### config.mk
export PLATFORM = sky130hd
export DESIGN_NAME = liw_rxmode_detect
export DESIGN_NICKNAME = d
export VERILOG_FILES = /design/src/rtl/liwdet_pkg.sv /design/src/rtl/liwdet_datapath.sv /design/src/rtl/liwdet_ctrl.sv /design/src/rtl/liw_rxmode_detect.sv
export SDC_FILE = /design/constraint.sdc
export NUM_CORES = 1
export LEC_CHECK = 0
export ABC_AREA = 1
export BUFFER_PORTS_ARGS = -buffer_cell sky130_fd_sc_hd__buf_2
export CORE_MARGIN = 5
export CORE_UTILIZATION = 40
export DETAILED_ROUTE_END_ITERATION = 7
export MAX_ROUTING_LAYER = met4
export REMOVE_ABC_BUFFERS = 1
export SLEW_MARGIN = 15
export SYNTH_ARGS = -nofsm -noshare
export SYNTH_HDL_FRONTEND = slang
export SYNTH_SLANG_ARGS = --single-unit
### constraint.sdc
create_clock -name clk -period 2.3 [get_ports clk]
set_input_delay 0.115 -clock clk [delete_from_list [all_inputs] [get_ports clk]]
set_output_delay 0.115 -clock clk [all_outputs]
set_load 0.02 [all_outputs]
### src/rtl/liwdet_pkg.sv
package liwdet_pkg;

  typedef enum logic [1:0] {
    ST_ARMED,
    ST_HUNT1,
    ST_HUNT2,
    ST_CMD
  } detState_t;

  // strobes from control to datapath
  typedef struct packed {
    logic ofsLoad;
    logic gapLoad;
  } dpCtl_t;

  // timing comparisons returned by the datapath
  typedef struct packed {
    logic ofsInWin;
    logic ofsEnd;
    logic gapEarly;
    logic gapInWin;
    logic gapLate;
  } dpFlags_t;

endpackage

### src/rtl/liwdet_datapath.sv
module liwdet_datapath
  import liwdet_pkg::*;
#(
  parameter int OFS_MIN  = 1,
  parameter int OFS_MAX  = 7,
  parameter int OFS_SPAN = 32,
  parameter int GAP_NOM  = 64,
  parameter int GAP_TOL  = 8
) (
  input  logic     clk,
  input  logic     rstN,
  input  dpCtl_t   ctl,
  output dpFlags_t flags
);

  localparam int GAP_LO = GAP_NOM - GAP_TOL;
  localparam int GAP_HI = GAP_NOM + GAP_TOL;
  localparam int OFS_W  = $clog2(OFS_SPAN + 2);
  localparam int GAP_W  = $clog2(GAP_HI + 2);
  localparam logic [OFS_W-1:0] OFS_TOP = OFS_W'(OFS_SPAN + 1);
  localparam logic [GAP_W-1:0] GAP_TOP = GAP_W'(GAP_HI + 1);

  logic [OFS_W-1:0] ofsCnt;
  logic [GAP_W-1:0] gapCnt;

  // clocks elapsed since the listen-window strobe, saturating
  always_ff @(posedge clk) begin
    if (!rstN) begin
      ofsCnt <= '0;
    end else if (ctl.ofsLoad) begin
      ofsCnt <= OFS_W'(1);
    end else if (ofsCnt != OFS_TOP) begin
      ofsCnt <= ofsCnt + OFS_W'(1);
    end
  end

  // clocks elapsed since the first accepted zero, saturating
  always_ff @(posedge clk) begin
    if (!rstN) begin
      gapCnt <= '0;
    end else if (ctl.gapLoad) begin
      gapCnt <= GAP_W'(1);
    end else if (gapCnt != GAP_TOP) begin
      gapCnt <= gapCnt + GAP_W'(1);
    end
  end

  always_comb begin
    flags.ofsInWin = (ofsCnt >= OFS_W'(OFS_MIN)) && (ofsCnt <= OFS_W'(OFS_MAX));
    flags.ofsEnd   = (ofsCnt >= OFS_W'(OFS_SPAN));
    flags.gapEarly = (gapCnt <  GAP_W'(GAP_LO));
    flags.gapInWin = (gapCnt >= GAP_W'(GAP_LO)) && (gapCnt <= GAP_W'(GAP_HI));
    flags.gapLate  = (gapCnt >= GAP_W'(GAP_HI));
  end

endmodule

### src/rtl/liwdet_ctrl.sv
module liwdet_ctrl
  import liwdet_pkg::*;
(
  input  logic     clk,
  input  logic     rstN,
  input  logic     liwStart,
  input  logic     modOn,
  input  logic     edgeIn,
  input  logic     cmdDone,
  input  dpFlags_t flags,
  output dpCtl_t   ctl,
  output logic     rxModeHit,
  output logic     cmdExpected,
  output logic     errNoise,
  output logic     errTimeout
);

  detState_t state, stateNxt;
  logic hitNxt, noiseNxt, timeoutNxt;

  always_comb begin
    stateNxt   = state;
    ctl        = '0;
    hitNxt     = 1'b0;
    noiseNxt   = 1'b0;
    timeoutNxt = 1'b0;
    unique case (state)
      ST_ARMED: begin
        if (liwStart) begin
          ctl.ofsLoad = 1'b1;
          stateNxt    = ST_HUNT1;
        end
      end
      ST_HUNT1: begin
        if (liwStart) begin
          ctl.ofsLoad = 1'b1;
        end else if (edgeIn) begin
          if (modOn && flags.ofsInWin) begin
            ctl.gapLoad = 1'b1;
            stateNxt    = ST_HUNT2;
          end else begin
            noiseNxt = 1'b1;
            stateNxt = ST_ARMED;
          end
        end else if (flags.ofsEnd) begin
          stateNxt = ST_ARMED;
        end
      end
      ST_HUNT2: begin
        if (edgeIn) begin
          if (flags.gapInWin) begin
            hitNxt   = 1'b1;
            stateNxt = ST_CMD;
          end else begin
            noiseNxt = 1'b1;
            stateNxt = ST_ARMED;
          end
        end else if (flags.gapLate) begin
          timeoutNxt = 1'b1;
          stateNxt   = ST_ARMED;
        end
      end
      ST_CMD: begin
        if (cmdDone) begin
          stateNxt = ST_ARMED;
        end
      end
      default: stateNxt = ST_ARMED;
    endcase
  end

  always_ff @(posedge clk) begin
    if (!rstN) begin
      state      <= ST_ARMED;
      rxModeHit  <= 1'b0;
      errNoise   <= 1'b0;
      errTimeout <= 1'b0;
    end else begin
      state      <= stateNxt;
      rxModeHit  <= hitNxt;
      errNoise   <= noiseNxt;
      errTimeout <= timeoutNxt;
    end
  end

  assign cmdExpected = (state == ST_CMD);

  AST_HIT_ONE_CLOCK: assert property (@(posedge clk) disable iff (!rstN)
    rxModeHit |=> !rxModeHit);
  AST_ERR_EXCLUSIVE: assert property (@(posedge clk) disable iff (!rstN)
    !(errNoise && errTimeout));
  AST_NOISE_ONE_CLOCK: assert property (@(posedge clk) disable iff (!rstN)
    errNoise |=> !errNoise);
  AST_HIT_WITH_CMD: assert property (@(posedge clk) disable iff (!rstN)
    rxModeHit |-> cmdExpected);
  AST_CMD_ONLY_BY_HIT: assert property (@(posedge clk) disable iff (!rstN)
    $rose(cmdExpected) |-> rxModeHit);
  AST_CMD_HOLDS: assert property (@(posedge clk) disable iff (!rstN)
    (cmdExpected && !cmdDone) |=> cmdExpected);
  AST_CMD_RELEASE: assert property (@(posedge clk) disable iff (!rstN)
    (cmdExpected && cmdDone) |=> !cmdExpected);

endmodule

### src/rtl/liw_rxmode_detect.sv
module liw_rxmode_detect
  import liwdet_pkg::*;
#(
  parameter int OFS_MIN  = 1,
  parameter int OFS_MAX  = 7,
  parameter int OFS_SPAN = 32,
  parameter int GAP_NOM  = 64,
  parameter int GAP_TOL  = 8
) (
  input  logic clk,
  input  logic rstN,
  input  logic liwStart,
  input  logic modOn,
  input  logic edgeIn,
  input  logic cmdDone,
  output logic rxModeHit,
  output logic cmdExpected,
  output logic errNoise,
  output logic errTimeout
);

  dpCtl_t   dpCtl;
  dpFlags_t dpFlags;

  liwdet_datapath #(
    .OFS_MIN (OFS_MIN),
    .OFS_MAX (OFS_MAX),
    .OFS_SPAN(OFS_SPAN),
    .GAP_NOM (GAP_NOM),
    .GAP_TOL (GAP_TOL)
  ) dp_i (
    .clk  (clk),
    .rstN (rstN),
    .ctl  (dpCtl),
    .flags(dpFlags)
  );

  liwdet_ctrl ctrl_i (
    .clk        (clk),
    .rstN       (rstN),
    .liwStart   (liwStart),
    .modOn      (modOn),
    .edgeIn     (edgeIn),
    .cmdDone    (cmdDone),
    .flags      (dpFlags),
    .ctl        (dpCtl),
    .rxModeHit  (rxModeHit),
    .cmdExpected(cmdExpected),
    .errNoise   (errNoise),
    .errTimeout (errTimeout)
  );

endmodule

==> impl_metrics.ini <==
[critical_path]
critPathLaunchType = register
max_stage_delay_ps = 390
crit_fanout = 6
rr_worst_depth = 7
worst-endpoint-arrival_ps = 1710
cp-end-kind = register
cp_cell_sequence = inv_1, ha_1, o21ai_0, nand2_1, inv_1, o21ai_0, a21oi_1
critical_path_required_ps = 2540
crit_type = register to register
crit_slowest_cell = dfxtp_1

[run_status]
outcome = completed

[sta]
setup_violations = 0
post-route-period-util = 0.642
clock_skew_ps = 6.97
finalCriticalPeriod_ps = 1480
hold_viol_final = 0
fin_setup_tns_ps = 0
maxSlewViolCount = 0
worstMarginPinSlew_ps = 266
relSlewSlack = 0.822
fmax_ghz = 0.677
whs_ps = 70.2
rsz0062_at_grt = no

[placement]
gp_routability_congestion = 0.784
placed_area_sq_um = 1150
hpwl_microns = 1510
io_buffer_count = 9

[clocking]
clk_path_buf_depth = 2
cts-root-buf = clkbuf_4
cts_htree_levels = 1
cts_tree = built
postCtsSetupBuffers = 0
clock_latency_ps = 290
hold_buffers = 0
cts_resized = 0
cts_sinks = 18
clk_pin_slew_ps = 110
numCtsBuffers = 3

[synthesis]
ys_seq_elements = 18
synthTopCellsByArea = dfxtp_1 34%, ha_1 13%, nand2_1 9.1%
yosysWarnings = 0
synth_cell_type_count = 23
synth_edf_count = 0
syn_avg_cell_area_sq_um = 7.43
synthCells = 144
synth_top_area_frac = 0.337
synthArstFlopShare = 0
synth_top_cell_by_area = dfxtp_1
syn_area_sq_um = 1070
yosysSeqAreaShare = 0.337
synth_top_flop_cell = dfxtp_1
synthTopCellsByCount = 26 x nand2_1, 20 x nor2_1, 18 x dfxtp_1, 17 x inv_1, 11 x ha_1
post-synth-top-count-cell = nand2_1

[floorplanning]
ios = 10
core_sq_um = 2520
die_h_microns = 61.7
start_util = 0.424
rows = 18
dieArea_sq_um = 3810
die_x_microns = 61.7

[power]
p_leak_nw = 0.525
power_uw = 595
p_per_area_nw_per_um2 = 506
ir_worst_vdd_uv = 229

[finish]
final_util = 0.466
syn_to_final_growth_pct = 9.82
drive_gt1_frac = 0.186
design_area_sq_um = 1170
fillerInstances = 263
nNetsFinal = 175
diodes = 0
multi_input_area_sq_um = 631
seqCellArea_sq_um = 360

[routing]
drt-pass1-iter-count = 4
drt_iter0_drc = 26
via_per_inst = 4.62
wirelength_microns = 1870
via_count = 860
ant_nets = 0
wl_per_cell_microns = 10.1
drcViolationCount = 0

[run]
max_cap_viol_count = 0

[global_routing]
antenna_found_initial = 0
grt-ovfl-total = 0
grt_pass1_wl_microns = 3490
grt_usage = 0.123
grt_max_degree = 10
grt_pass1_vias = 857

[hold_path]
hold_path.class = input port to register
hold_depth = 2
-- routing by layer --
layer	up-vias	share of wire	wire length [microns]	global-route usage
li1	475	-	-	-
met1	375	0.51	948	0.152
met2	10	0.45	835	0.206
met3	0	0.046	86	0.0248
met4	0	0	0	0.0273
met5	-	0	0	-
-- stage by stage --
step                setup WS [ps]  std cells
finish                        823        186
CTS                           798        186
floorplan                    1040        144
global placement              919        183
global route                  663        186
detailed placement            834        183
-- registers in the layout (all words and copies together), names as in the netlist --
name               cells
ctrl_i.rxModeHit       1
dp_i.gapCnt            7
ctrl_i.errNoise        1
ctrl_i.state           2
dp_i.ofsCnt            6
ctrl_i.errTimeout      1
-- layout make-up --
| cell class | instances | area share |
|---|---|---|
| flip-flops and latches | 18 | 0.307 |
| clock buffers | 3 | 0.0192 |
| well taps | 30 | 0.0319 |
| inverters | 21 | 0.0671 |
| multi-input cells | 105 | 0.537 |
| repair buffers | 9 | 0.0383 |
-- layout by cell type, fill, tap and decap left out, drive strengths merged --
| cell | synthesis | routed |
|---|---|---|
| xor2 | 7 | 7 |
| nand4 | 2 | 2 |
| a21oi | 9 | 9 |
| buf | 0 | 9 |
| dfxtp | 18 | 18 |
| nand2 | 31 | 31 |
| inv | 21 | 21 |
| xnor2 | 1 | 1 |
| clkbuf | 0 | 3 |
| ha | 11 | 11 |
| or2 | 1 | 1 |
| nor4 | 1 | 1 |
| nand3 | 11 | 11 |
| nand3b | 2 | 2 |
| nor3 | 1 | 1 |
| nor2 | 22 | 22 |
| o21ai | 6 | 6 |
-- cell families (layout without fill, tap and decap cells) --
group	Yosys count	after routing	share of synthesized area
adders and majority gates	11	11	0.129
and+or+nand+nor	71	71	0.311
AOI/OAI and AO/OA	15	15	0.0842
buffers and inverters	21	33	0.0737
DFF	18	18	0.337
xor gates and xnor gates	8	8	0.0655
-- where the power goes --
part	leakage (nW)	switching (mW)	internal, mW
logic	0.364	0.0609	0.0386
registers	0.146	0.0115	0.324
clock network	0.0138	0.0987	0.0609
-- path summary, 6_finish.rpt --
check	start	endpoint	slack, ps
hold reg to reg	dp_i.gapCnt[6]$_SDFFE_PP0P_	dp_i.gapCnt[6]$_SDFFE_PP0P_	510
setup / recovery	ctrl_i.state[1]$_SDFFE_PN0P_	dp_i.ofsCnt[1]$_SDFFE_PP0P_	820
setup reg to reg	ctrl_i.state[1]$_SDFFE_PN0P_	dp_i.ofsCnt[1]$_SDFFE_PP0P_	820
hold / removal	edgeIn	ctrl_i.errTimeout$_SDFF_PP0_	70
-- worst max-delay path, delay by kind of cell, from the launching register on --
family | cells | cell delay (ps)
compound gates | 3 | 440
flops | 1 | 390
fa+ha+maj | 1 | 250
buf+inv | 2 | 180
simple gates | 1 | 160
No activity file was read; power rests on OpenSTA's default activity.
